`src/rtl/vlane_ld_pkg.sv`:
```
package vlane_ld_pkg;

  typedef struct packed {
    logic       undef;
    logic       rep;
    logic [1:0] esz;      // log2 of element byte count
    logic [3:0] lane;
    logic [1:0] nreg_m1;
    logic       q;
  } vld_dec_t;

  // Turns encoding bits into element width, lane, count and legality
  function automatic vld_dec_t vld_decode(input logic q, input logic l,
                                          input logic s, input logic r,
                                          input logic [2:0] opc,
                                          input logic [1:0] size);
    vld_dec_t d;
    d = '0;
    d.q = q;
    d.nreg_m1 = {opc[0], r};
    case (opc[2:1])
      2'd0: begin
        d.esz = 2'd0;
        d.lane = {q, s, size};
      end
      2'd1: begin
        d.esz = 2'd1;
        d.lane = {1'b0, q, s, size[1]};
        d.undef = size[0];
      end
      2'd2: begin
        if (size[0]) begin
          d.esz = 2'd3;
          d.lane = {3'b000, q};
          d.undef = size[1] | s;
        end else begin
          d.esz = 2'd2;
          d.lane = {2'b00, q, s};
          d.undef = size[1];
        end
      end
      default: begin
        d.rep = 1'b1;
        d.esz = size;
        d.undef = !l || s;
      end
    endcase
    return d;
  endfunction

  // Element byte count for a size code
  function automatic logic [3:0] vld_ebytes(input logic [1:0] esz);
    return 4'd1 << esz;
  endfunction

endpackage

```
`src/rtl/vlane_ld_decode.sv`:
```
module vlane_ld_decode
  import vlane_ld_pkg::*;
(
  input  logic       q,
  input  logic       l,
  input  logic       s,
  input  logic       r,
  input  logic [2:0] opc,
  input  logic [1:0] size,
  output vld_dec_t   dec
);

  assign dec = vld_decode(q, l, s, r, opc, size);

  // A legal lane must fit inside 16 bytes for its element width
  always_comb begin
    if (!dec.undef && !dec.rep)
      a_r3_lane_in_range: assert ((5'(dec.lane) << dec.esz) < 5'd16);
  end

endmodule

```
`src/rtl/vlane_ld_merge.sv`:
```
module vlane_ld_merge #(
  parameter int VEC_W = 128,
  parameter int MEM_W = 64
) (
  input  logic [VEC_W-1:0] old_i,
  input  logic [MEM_W-1:0] elem_i,
  input  logic [1:0]       esz_i,
  input  logic [3:0]       lane_i,
  input  logic             rep_i,
  input  logic             q_i,
  output logic [VEC_W-1:0] new_o
);

  localparam int VBYTES = VEC_W / 8;
  localparam int HALF   = VBYTES / 2;
  localparam int SELW   = $clog2(MEM_W / 8);

  for (genvar b = 0; b < VBYTES; b++) begin : g_byte
    logic [4:0]      st;
    logic [4:0]      nb;
    logic [SELW-1:0] sel;
    logic            hit;
    logic            clr;
    logic [7:0]      nbyte;

    always_comb begin
      nb  = 5'd1 << esz_i;
      st  = 5'(lane_i) << esz_i;
      hit = (5'(b) >= st) && (5'(b) < st + nb);
      sel = rep_i ? SELW'(5'(b) & (nb - 5'd1)) : SELW'(5'(b) - st);
      clr = rep_i && !q_i && (b >= HALF);
      if (clr)
        nbyte = 8'h00;
      else if (rep_i || hit)
        nbyte = elem_i[{sel, 3'b000} +: 8];
      else
        nbyte = old_i[8*b +: 8];
    end

    assign new_o[8*b +: 8] = nbyte;

    // bytes outside the lane leave the merge unchanged
    always_comb begin
      if (!rep_i && !hit)
        a_r6_keep_outside: assert (new_o[8*b +: 8] == old_i[8*b +: 8]);
      if (clr)
        a_r7_upper_zero: assert (new_o[8*b +: 8] == 8'h00);
    end
  end

endmodule

```
`src/rtl/vlane_ld_seq.sv`:
```
module vlane_ld_seq
  import vlane_ld_pkg::*;
#(
  parameter int ADDR_W = 64,
  parameter int NREG   = 32
) (
  input  logic              clk,
  input  logic              rst_n,
  input  logic              cmd_valid,
  output logic              cmd_ready,
  input  vld_dec_t          dec_i,
  input  logic [$clog2(NREG)-1:0] rt_i,
  input  logic [ADDR_W-1:0] base_i,
  output vld_dec_t          dec_q,
  output logic              mem_req_valid,
  input  logic              mem_req_ready,
  output logic [ADDR_W-1:0] mem_req_addr,
  output logic [1:0]        mem_req_size,
  input  logic              mem_rsp_valid,
  output logic [$clog2(NREG)-1:0] cur_reg,
  output logic              wr_en,
  output logic              undef,
  output logic              done
);

  localparam int REG_W = $clog2(NREG);

  typedef enum logic [1:0] {S_IDLE, S_REQ, S_WAIT} st_t;

  st_t               st_q;
  logic [1:0]        cnt_q;
  logic [ADDR_W-1:0] base_q;
  logic [ADDR_W-1:0] offs_q;
  logic [REG_W-1:0]  reg_q;
  logic              undef_q;
  logic              done_q;

  // Named internal events
  logic accept;
  logic req_fire;
  logic wr_fire;
  logic last_wr;

  assign cmd_ready = (st_q == S_IDLE) && !undef_q && !done_q;
  assign accept    = cmd_valid && cmd_ready;
  assign req_fire  = mem_req_valid && mem_req_ready;
  assign wr_fire   = (st_q == S_WAIT) && mem_rsp_valid;
  assign last_wr   = wr_fire && (cnt_q == dec_q.nreg_m1);

  assign mem_req_valid = (st_q == S_REQ);
  assign mem_req_addr  = base_q + offs_q;
  assign mem_req_size  = dec_q.esz;
  assign cur_reg       = reg_q;
  assign wr_en         = wr_fire;
  assign undef         = undef_q;
  assign done          = done_q;

  always_ff @(posedge clk or negedge rst_n) begin
    if (!rst_n) begin
      st_q    <= S_IDLE;
      cnt_q   <= '0;
      base_q  <= '0;
      offs_q  <= '0;
      reg_q   <= '0;
      dec_q   <= '0;
      undef_q <= 1'b0;
      done_q  <= 1'b0;
    end else begin
      undef_q <= accept && dec_i.undef;
      done_q  <= last_wr;
      case (st_q)
        S_IDLE: if (accept && !dec_i.undef) begin
          st_q   <= S_REQ;
          dec_q  <= dec_i;
          base_q <= base_i;
          offs_q <= '0;
          cnt_q  <= '0;
          reg_q  <= rt_i;
        end
        S_REQ: if (req_fire) st_q <= S_WAIT;
        S_WAIT: if (wr_fire) begin
          if (last_wr) begin
            st_q <= S_IDLE;
          end else begin
            st_q   <= S_REQ;
            cnt_q  <= cnt_q + 2'd1;
            reg_q  <= reg_q + 1'b1;
            offs_q <= offs_q + ADDR_W'(vld_ebytes(dec_q.esz));
          end
        end
        default: st_q <= S_IDLE;
      endcase
    end
  end

  // a stalled request keeps its address and size
  a_r9_req_held: assert property (@(posedge clk) disable iff (!rst_n)
    mem_req_valid && !mem_req_ready |=>
      mem_req_valid && $stable(mem_req_addr) && $stable(mem_req_size));

  // after an accepted request no new one appears until the write
  a_r9_one_outstanding: assert property (@(posedge clk) disable iff (!rst_n)
    req_fire |=> !mem_req_valid);

  // undef is quiet and lasts one cycle
  a_r10_undef_quiet: assert property (@(posedge clk) disable iff (!rst_n)
    undef |-> !mem_req_valid && !wr_en);
  a_r10_undef_pulse: assert property (@(posedge clk) disable iff (!rst_n)
    undef |=> !undef);

  // done follows a register write
  a_r11_done_after_write: assert property (@(posedge clk) disable iff (!rst_n)
    done |-> $past(wr_en));

  // consecutive writes of one command step the register by one
  a_r8_reg_step: assert property (@(posedge clk) disable iff (!rst_n)
    wr_fire && !last_wr |=> cur_reg == $past(cur_reg) + 1'b1);

endmodule

```
`src/rtl/vlane_ld_unit.sv`:
```
module vlane_ld_unit
  import vlane_ld_pkg::*;
#(
  parameter int ADDR_W = 64,
  parameter int MEM_W  = 64,
  parameter int VEC_W  = 128,
  parameter int NREG   = 32
) (
  input  logic                    clk,
  input  logic                    rst_n,
  input  logic                    cmd_valid,
  output logic                    cmd_ready,
  input  logic                    cmd_q,
  input  logic                    cmd_l,
  input  logic                    cmd_r,
  input  logic                    cmd_s,
  input  logic [2:0]              cmd_opcode,
  input  logic [1:0]              cmd_size,
  input  logic [$clog2(NREG)-1:0] cmd_rt,
  input  logic [ADDR_W-1:0]       cmd_base,
  output logic                    mem_req_valid,
  input  logic                    mem_req_ready,
  output logic [ADDR_W-1:0]       mem_req_addr,
  output logic [1:0]              mem_req_size,
  input  logic                    mem_rsp_valid,
  input  logic [MEM_W-1:0]        mem_rsp_data,
  output logic [$clog2(NREG)-1:0] rf_rd_idx,
  input  logic [VEC_W-1:0]        rf_rd_data,
  output logic                    rf_wr_en,
  output logic [$clog2(NREG)-1:0] rf_wr_idx,
  output logic [VEC_W-1:0]        rf_wr_data,
  output logic                    undef,
  output logic                    done
);

  localparam int REG_W = $clog2(NREG);

  vld_dec_t         dec_now;
  vld_dec_t         dec_q;
  logic [REG_W-1:0] cur_reg;

  vlane_ld_decode u_dec (
    .q    (cmd_q),
    .l    (cmd_l),
    .s    (cmd_s),
    .r    (cmd_r),
    .opc  (cmd_opcode),
    .size (cmd_size),
    .dec  (dec_now)
  );

  vlane_ld_seq #(.ADDR_W(ADDR_W), .NREG(NREG)) u_seq (
    .clk           (clk),
    .rst_n         (rst_n),
    .cmd_valid     (cmd_valid),
    .cmd_ready     (cmd_ready),
    .dec_i         (dec_now),
    .rt_i          (cmd_rt),
    .base_i        (cmd_base),
    .dec_q         (dec_q),
    .mem_req_valid (mem_req_valid),
    .mem_req_ready (mem_req_ready),
    .mem_req_addr  (mem_req_addr),
    .mem_req_size  (mem_req_size),
    .mem_rsp_valid (mem_rsp_valid),
    .cur_reg       (cur_reg),
    .wr_en         (rf_wr_en),
    .undef         (undef),
    .done          (done)
  );

  vlane_ld_merge #(.VEC_W(VEC_W), .MEM_W(MEM_W)) u_merge (
    .old_i  (rf_rd_data),
    .elem_i (mem_rsp_data),
    .esz_i  (dec_q.esz),
    .lane_i (dec_q.lane),
    .rep_i  (dec_q.rep),
    .q_i    (dec_q.q),
    .new_o  (rf_wr_data)
  );

  assign rf_rd_idx = cur_reg;
  assign rf_wr_idx = cur_reg;

  // idle after reset with every strobe low
  a_r12_quiet_idle: assert property (@(posedge clk) disable iff (!rst_n)
    cmd_ready |-> !mem_req_valid && !rf_wr_en && !undef && !done);

endmodule

```
`config.mk`:
```
export PLATFORM = sky130hd
export DESIGN_NAME = vlane_ld_unit
export DESIGN_NICKNAME = d
export VERILOG_FILES = /design/src/rtl/vlane_ld_pkg.sv /design/src/rtl/vlane_ld_decode.sv /design/src/rtl/vlane_ld_merge.sv /design/src/rtl/vlane_ld_seq.sv /design/src/rtl/vlane_ld_unit.sv
export SDC_FILE = /design/constraint.sdc
export NUM_CORES = 1
export LEC_CHECK = 0
export CAP_MARGIN = 20
export CORE_MARGIN = 10
export CORE_UTILIZATION = 50
export DETAILED_ROUTE_END_ITERATION = 6
export PLACE_DENSITY = 0.82
export SLEW_MARGIN = 15
export SYNTH_ARGS = -nofsm -noshare
export SYNTH_HDL_FRONTEND = slang
export SYNTH_SLANG_ARGS = --single-unit
```
`constraint.sdc`:
```
create_clock -name clk -period 11 [get_ports clk]
set_clock_uncertainty 0.15 [all_clocks]
set_input_delay 1.65 -clock clk [delete_from_list [all_inputs] [get_ports clk]]
set_output_delay 1.65 -clock clk [all_outputs]
set_load 0.01 [all_outputs]
```
==> results of run 1 <==
## worst max path at each step
stage | startpoint | to | slack, ns | depth (start not counted)
detailed placement | u_seq.mem_req_size[0] | rf_wr_data[10] | 3.99 | 15
finish | u_seq.mem_req_size[0] | rf_wr_data[10] | 3.39 | 15
CTS | u_seq.mem_req_size[0] | rf_wr_data[10] | 3.52 | 15
floorplan | u_seq.mem_req_size[0] | rf_wr_data[48] | 5.34 | 15
global route | u_seq.mem_req_size[0] | rf_wr_data[10] | 3.01 | 15
global placement | u_seq.mem_req_size[0] | rf_wr_data[41] | 4.18 | 14
## layer usage
layer	GRT usage [%]	vias to the layer above	share of wire, %
li1	-	7908	-
met1	42.7	8251	40
met2	54.9	918	47
met3	7.30	158	8.4
met4	13.0	2	4.4
met5	0	-	0.018
## final cells by class
cell class	instances	area (um2)
diodes	10	25.0
clock inverters	15	145
inverters	60	225
fillers	2595	9400
flip-flops and latches	149	3730
well taps	396	495
repair buffers	504	4990
multi-input cells	1689	11100
clock buffers	17	425
## layout by cell type, fill, tap and decap left out, types with 46 or more instances in the layout
cell type        count
nor2_1             181
ha_1                80
a21oi_1            136
mux2_2              61
a21o_1              46
mux2i_1            122
nand2_1            449
clkdlybuf4s50_1    482
o21ai_0            126
dfrtp_1            149
xor2_1              57
xnor2_1             57
inv_1               59
nand3_1             54
## cells by family (layout without fill, tap and decap cells)
kind of cell,after synthesis,in the layout,synth area share [%]
other cells,0,10,0
compound gates,434,434,17.3
buf+inv,171,596,4.51
fa+ha+maj,83,83,6.87
flops,149,149,24.1
xor+xnor,114,114,6.46
mux,216,216,17.1
simple gates,842,842,23.7
## metrics by stage
stage                     utilization (%)  cells  power, W
after global routing                 69.2   2838   0.00816
after detailed placement             67.2   2797   0.00708
final                                69.2   2840   0.00778
after CTS                            69.1   2829   0.00770
after global placement               67.2   2797   0.00703
after floorplan                         -   2009   0.00411
## cell usage after synthesis, types with 17 or more instances
| cell type | count | area share, % |
|---|---|---|
| mux2i_1 | 123 | 8.0 |
| nor2_1 | 185 | 4.5 |
| nand4_1 | 28 | 1.1 |
| a21o_1 | 46 | 2.2 |
| o21ai_0 | 128 | 4.1 |
| nand2_1 | 449 | 11 |
| nor3_1 | 23 | 0.74 |
| xor2_1 | 57 | 3.2 |
| and3_1 | 17 | 0.69 |
| or3_1 | 20 | 0.81 |
| a211oi_1 | 22 | 1.1 |
| inv_1 | 59 | 1.4 |
| clkbuf_1 | 88 | 2.1 |
| nand3_1 | 54 | 1.7 |
| a21oi_1 | 137 | 4.4 |
| mux4_2 | 32 | 4.7 |
| ha_1 | 80 | 6.5 |
| dfrtp_1 | 149 | 24 |
| xnor2_1 | 57 | 3.2 |
| mux2_2 | 61 | 4.4 |
## critical path: cells and delay by family (launching register included)
family          cells  cell delay, ns
buf+inv             2            1.05
simple gates        6            0.98
flops               1            0.55
xor+xnor            1            0.34
mux                 2            0.56
compound gates      3            1.42
fa+ha+maj           1            0.47
## power groups by stage
stage               clock [W]  sequential (W)  combinational [W]
floorplan                   0        0.000784            0.00332
global placement            0        0.000829            0.00620
detailed placement          0        0.000835            0.00625
CTS                  0.000592        0.000826            0.00629
global route         0.000613        0.000848            0.00670
finish               0.000588        0.000830            0.00636
==> run_results.csv, run 1 <==
group,metric,value,unit
route,wl,68.4,mm
clock_tree,cts_made_buffers,17,
global_route,antenna_found_initial,11,
timing,tns,0,ns
timing,post-route-period-util,69.2,%
critical_path,r2r_slack,6.93,ns
finish,fin_area,0.0211,mm2
critical_path,worstPathRequired,9.20,ns
critical_path,worst_path_max_delay_cell,"a31oi_2",
finish,synthToLayoutAreaGrowth,36.6,%
timing,setup_slack,3.39,ns
hold_path,hp-class,"flip-flop to flip-flop",
clock_tree,post_cts_buffers,0,
timing,tightest_slew,1.24,ns
synthesis,ys_seq_area_share,24.1,%
critical_path,crit_chain,"mux2i_1, nor2_1, a21oi_1, clkinv_1, ha_1, nor2b_1, o21ai_0, nand2b_1, xnor2_1, nand2b_1, nor2_1, nand2_1, a31oi_2, mux2i_1, clkdlybuf4s50_1",
die,fp.dieW,196,um
synthesis,synth_edf_count,0,
hold_path,holdPathEnd,"u_seq.base_q[43]",
route,drt_iter0_drc,1827,
synthesis,async_reset_ff_share,100,%
timing,slew_viol_final,0,
route,route.detailed.drc,0,
route,ant_nets,0,
global_route,grtUsageTotal,33.7,%
synthesis,ys_warn_count,0,
pwr,p_per_area,369,mW/mm2
global_route,grt_max_degree,86,
die,start_util,50.7,%
pwr,p_int,0.00386,W
timing,whs,0.337,ns
die,die_h,196,um
pwr,p_sw_share,50.4,%
critical_path,crit_arrival,5.81,ns
global_route,grt_pass1_wl,102,mm
pwr,peakVddDrop,0.380,mV
critical_path,r2r-end,"u_seq.offs_q[63]",
global_route,grt_overflow_total,0,
clock_tree,htree_levels,4,
global_route,grt_pass1_vias,16700,
route,routed-via-count,17200,
critical_path,worst_r2r_startpoint,"u_seq.st_q[0]",
route,dr.pass1.iters,6,
die,design.core.area,0.0305,mm2
finish,nets,2779,
critical_path,path_class,"flip-flop to primary output",
placed_design,hpwl,55.9,mm
timing,hold_violations,0,
synthesis,ys_seq_elements,149,
critical_path,cp_max_fo,11,
finish,final_layout_size_suffix_gt1_share,7.15,%
placed_design,port_buffers,483,
run_status,status,"finished, final reports clean",
timing,period_minus_slack,7.61,ns
clock_tree,ctsResizeCount,0,
clock_tree,cts_sinks,149,
critical_path,cp-end-kind,"primary output",
clock_tree,cts_hold_buf,0,
synthesis,synth_nets,2367,
placed_design,placed_area,0.0205,mm2
route,drt-vias-per-instance,6.07,
synthesis,synth_cell_types,74,
clock_tree,clock_latency,0.43,ns
finish,reg_top3,"u_seq.base_q x64, u_seq.offs_q x64, u_seq.dec_q x8",
synthesis,synth_area,0.0155,mm2
die,rows,64,
clock_tree,cts_root_buffer,"clkbuf_16",
clock_tree,tritoncts,"done",
timing,slew_headroom,17.2,%
placed_design,place_ws,3.99,ns
timing,final-setup-viol-count,0,
hold_path,holdCritStartpoint,"u_seq.base_q[43]",
placed_design,routabilityCongestion,0.997,
flow_run,cap_viol_max_count,0,
hold_path,holdPathStages,2,
critical_path,crit_path_start_kind,"flip-flop",
pwr,share_comb_of_total_power,81.8,%
synthesis,synth_area_per_cell,7.69,um2
critical_path,critPathMaxStageDelay,0.75,ns
critical_path,reg2regPathDepth,9,
pwr,clockPowerShare,7.6,%
pwr,seqPwrFrac,10.7,%
die,design.die.area,0.0383,mm2
timing,fmax,131,MHz
die,io_pins,484,
route,wl_per_cell,24.1,um
synthesis,synth-main-ff-cell,"dfrtp_1",
clock_tree,clk_pin_slew_worst_paths,0.07,ns
pwr,p_leak,9.56,nW
timing,rsz0062_at_grt,"no",
synthesis,syn_inst,2009,
clock_tree,ctsLongestPathBuffers,2,
pwr,switchingPower,0.00392,W
No activity file was read; power rests on OpenSTA's default activity.
==> inputs of run 2 (changes only) <==
--- a/config.mk
+++ b/config.mk
@@ -7,9 +7,9 @@
 export LEC_CHECK = 0
 export CAP_MARGIN = 20
 export CORE_MARGIN = 10
-export CORE_UTILIZATION = 50
+export CORE_UTILIZATION = 49
 export DETAILED_ROUTE_END_ITERATION = 6
-export PLACE_DENSITY = 0.82
+export PLACE_DENSITY = 0.81
 export SLEW_MARGIN = 15
 export SYNTH_ARGS = -nofsm -noshare
 export SYNTH_HDL_FRONTEND = slang
==> constraint.sdc (replaced) <==
create_clock -name clk -period 7.8 [get_ports clk]
set_clock_uncertainty 0.15 [all_clocks]
set_input_delay 1.17 -clock clk [delete_from_list [all_inputs] [get_ports clk]]
set_output_delay 1.17 -clock clk [all_outputs]
set_load 0.01 [all_outputs]
==> run_results.csv, run 2 (same netlist as run 1, synthesis figures left out) <==
group,metric,value,unit
pwr,clockPowerShare,8.4,%
critical_path,r2r_slack,3.79,ns
pwr,share_comb_of_total_power,80.9,%
clock_tree,htree_levels,4,
finish,multi_input_area,0.0111,mm2
finish,fin_area,0.0212,mm2
die,design.die.area,0.0390,mm2
timing,fmax,138,MHz
critical_path,crit_path_start_kind,"flip-flop",
finish,final_layout_size_suffix_gt1_share,7.07,%
route,route.detailed.drc,0,
finish,reg_top3,"u_seq.base_q x64, u_seq.offs_q x64, u_seq.dec_q x8",
placed_design,routabilityCongestion,0.961,
finish,synthToLayoutAreaGrowth,37.1,%
finish,nets,2779,
timing,slew_viol_final,0,
clock_tree,cts_sinks,149,
clock_tree,cts_hold_buf,0,
finish,stdcell_count,2844,
critical_path,cp_max_fo,11,
hold_path,hp-class,"flip-flop to flip-flop",
clock_tree,clock_latency,0.43,ns
flow_run,cap_viol_max_count,0,
route,dr.pass1.iters,6,
pwr,switchingPower,0.00540,W
global_route,grt_pass1_vias,16500,
pwr,p_per_area,516,mW/mm2
pwr,peakVddDrop,0.588,mV
timing,rsz0062_at_grt,"no",
finish,final_common_cell,"clkdlybuf4s50_1",
die,rows,64,
timing,period_minus_slack,7.24,ns
critical_path,worstPathRequired,6.48,ns
placed_design,place_inst,2798,
die,die_h,198,um
timing,whs,0.333,ns
placed_design,placed_area,0.0205,mm2
pwr,p_sw_share,49.3,%
clock_tree,cts_made_buffers,17,
global_route,grt_overflow_total,0,
timing,final-setup-viol-count,0,
route,wl_per_cell,23.2,um
clock_tree,ctsResizeCount,0,
finish,final_cell_mix,"482 x clkdlybuf4s50_1, 449 x nand2_1, 181 x nor2_1",
finish,ff_latch_area,0.00373,mm2
pwr,seqPwrFrac,10.7,%
die,io_pins,484,
critical_path,path_class,"flip-flop to primary output",
die,fp.dieW,198,um
run_status,status,"finished, final reports clean",
route,drt_iter0_drc,1566,
clock_tree,post_cts_buffers,0,
pwr,p_leak,9.60,nW
timing,tns,0,ns
clock_tree,tritoncts,"done",
clock_tree,ctsLongestPathBuffers,2,
pwr,finalPower,0.0109,W
timing,tightest_slew,1.08,ns
placed_design,hpwl,54.0,mm
global_route,grt_max_degree,82,
route,drt-vias-per-instance,5.97,
critical_path,cp-end-kind,"primary output",
route,routed-via-count,17000,
global_route,grt_pass1_wl,98.7,mm
die,design.core.area,0.0308,mm2
global_route,grtUsageTotal,32.4,%
timing,post-route-period-util,92.8,%
critical_path,crit_arrival,5.92,ns
clock_tree,clk_pin_slew_worst_paths,0.07,ns
finish,n_fill_cell,2576,
placed_design,port_buffers,483,
global_route,antenna_found_initial,15,
timing,hold_violations,0,
clock_tree,cts_root_buffer,"clkbuf_16",
die,start_util,50.1,%
route,wl,66.0,mm
pwr,p_int,0.00554,W
timing,slew_headroom,27.4,%
route,ant_nets,0,
run 2: area by class of cell:
cell class | count | share of cell area, %
well taps | 396 | 2.34
clock inverters | 14 | 0.998
diodes | 14 | 0.165
clock buffers | 18 | 2.03
flip-flops and latches | 149 | 17.6
multi-input cells | 1689 | 52.2
repair buffers | 504 | 23.6
inverters | 60 | 1.06
run 2: path summary, 6_finish.rpt:
kind                       cells past startpoint               end             startpoint
min in group asynchronous                      1  u_seq.offs_q[30]                  rst_n
setup / recovery                              15     rf_wr_data[8]  u_seq.mem_req_size[0]
max in group asynchronous                      2    u_seq.dec_q[4]                  rst_n
hold reg to reg                                2  u_seq.base_q[31]       u_seq.base_q[31]
hold / removal                                 2  u_seq.base_q[31]       u_seq.base_q[31]
setup reg to reg                              12  u_seq.offs_q[63]  u_seq.mem_req_size[1]
run 2: power by group through the flow:
| stage | Clock (W) | Combinational [W] | Sequential [W] |
|---|---|---|---|
| floorplan | 0 | 0.00469 | 0.00111 |
| global placement | 0 | 0.00862 | 0.00117 |
| detailed placement | 0 | 0.00870 | 0.00118 |
| CTS | 0.000927 | 0.00875 | 0.00117 |
| global route | 0.000957 | 0.00935 | 0.00120 |
| finish | 0.000916 | 0.00885 | 0.00117 |
run 2: worst max-delay path: stages (launching register included):
cell,delay [ns]
dfrtp_1,0.55
mux2i_1,0.26
nor2_1,0.06
a21oi_1,0.49
clkinv_1,0.46
ha_1,0.47
nor2b_1,0.15
o21ai_0,0.15
nand2b_1,0.21
xnor2_1,0.33
nand2b_1,0.17
nor2_1,0.24
nand2_1,0.11
a31oi_2,0.77
mux2i_1,0.33
clkdlybuf4s50_1,0.75
run 2: stage by stage:
step / utilization (%) / worst slack (ns)
2_1_floorplan: - / 2.62
3_3_place_gp: 66.5 / 1.28
3_5_place_dp: 66.5 / 1.14
4_1_cts: 68.6 / 0.663
5_1_grt: 68.7 / 0.225
6_report: 68.7 / 0.560
run 2: layer usage:
layer	vias to the layer above	track usage [%]	wire, um
met1	8131	40.1	26900
met3	129	7.05	5390
met2	811	52.9	31100
met5	-	0	13
li1	7910	-	-
met4	2	14.9	2680
==> inputs of run 3 (changes only) <==
--- a/config.mk
+++ b/config.mk
@@ -10,6 +10,7 @@
 export CORE_UTILIZATION = 49
 export DETAILED_ROUTE_END_ITERATION = 6
 export PLACE_DENSITY = 0.81
+export SKIP_LAST_GASP = 1
 export SLEW_MARGIN = 15
 export SYNTH_ARGS = -nofsm -noshare
 export SYNTH_HDL_FRONTEND = slang
==> results of run 3 <==
The final DEF is identical to that of run 2; final timing and power are the same.
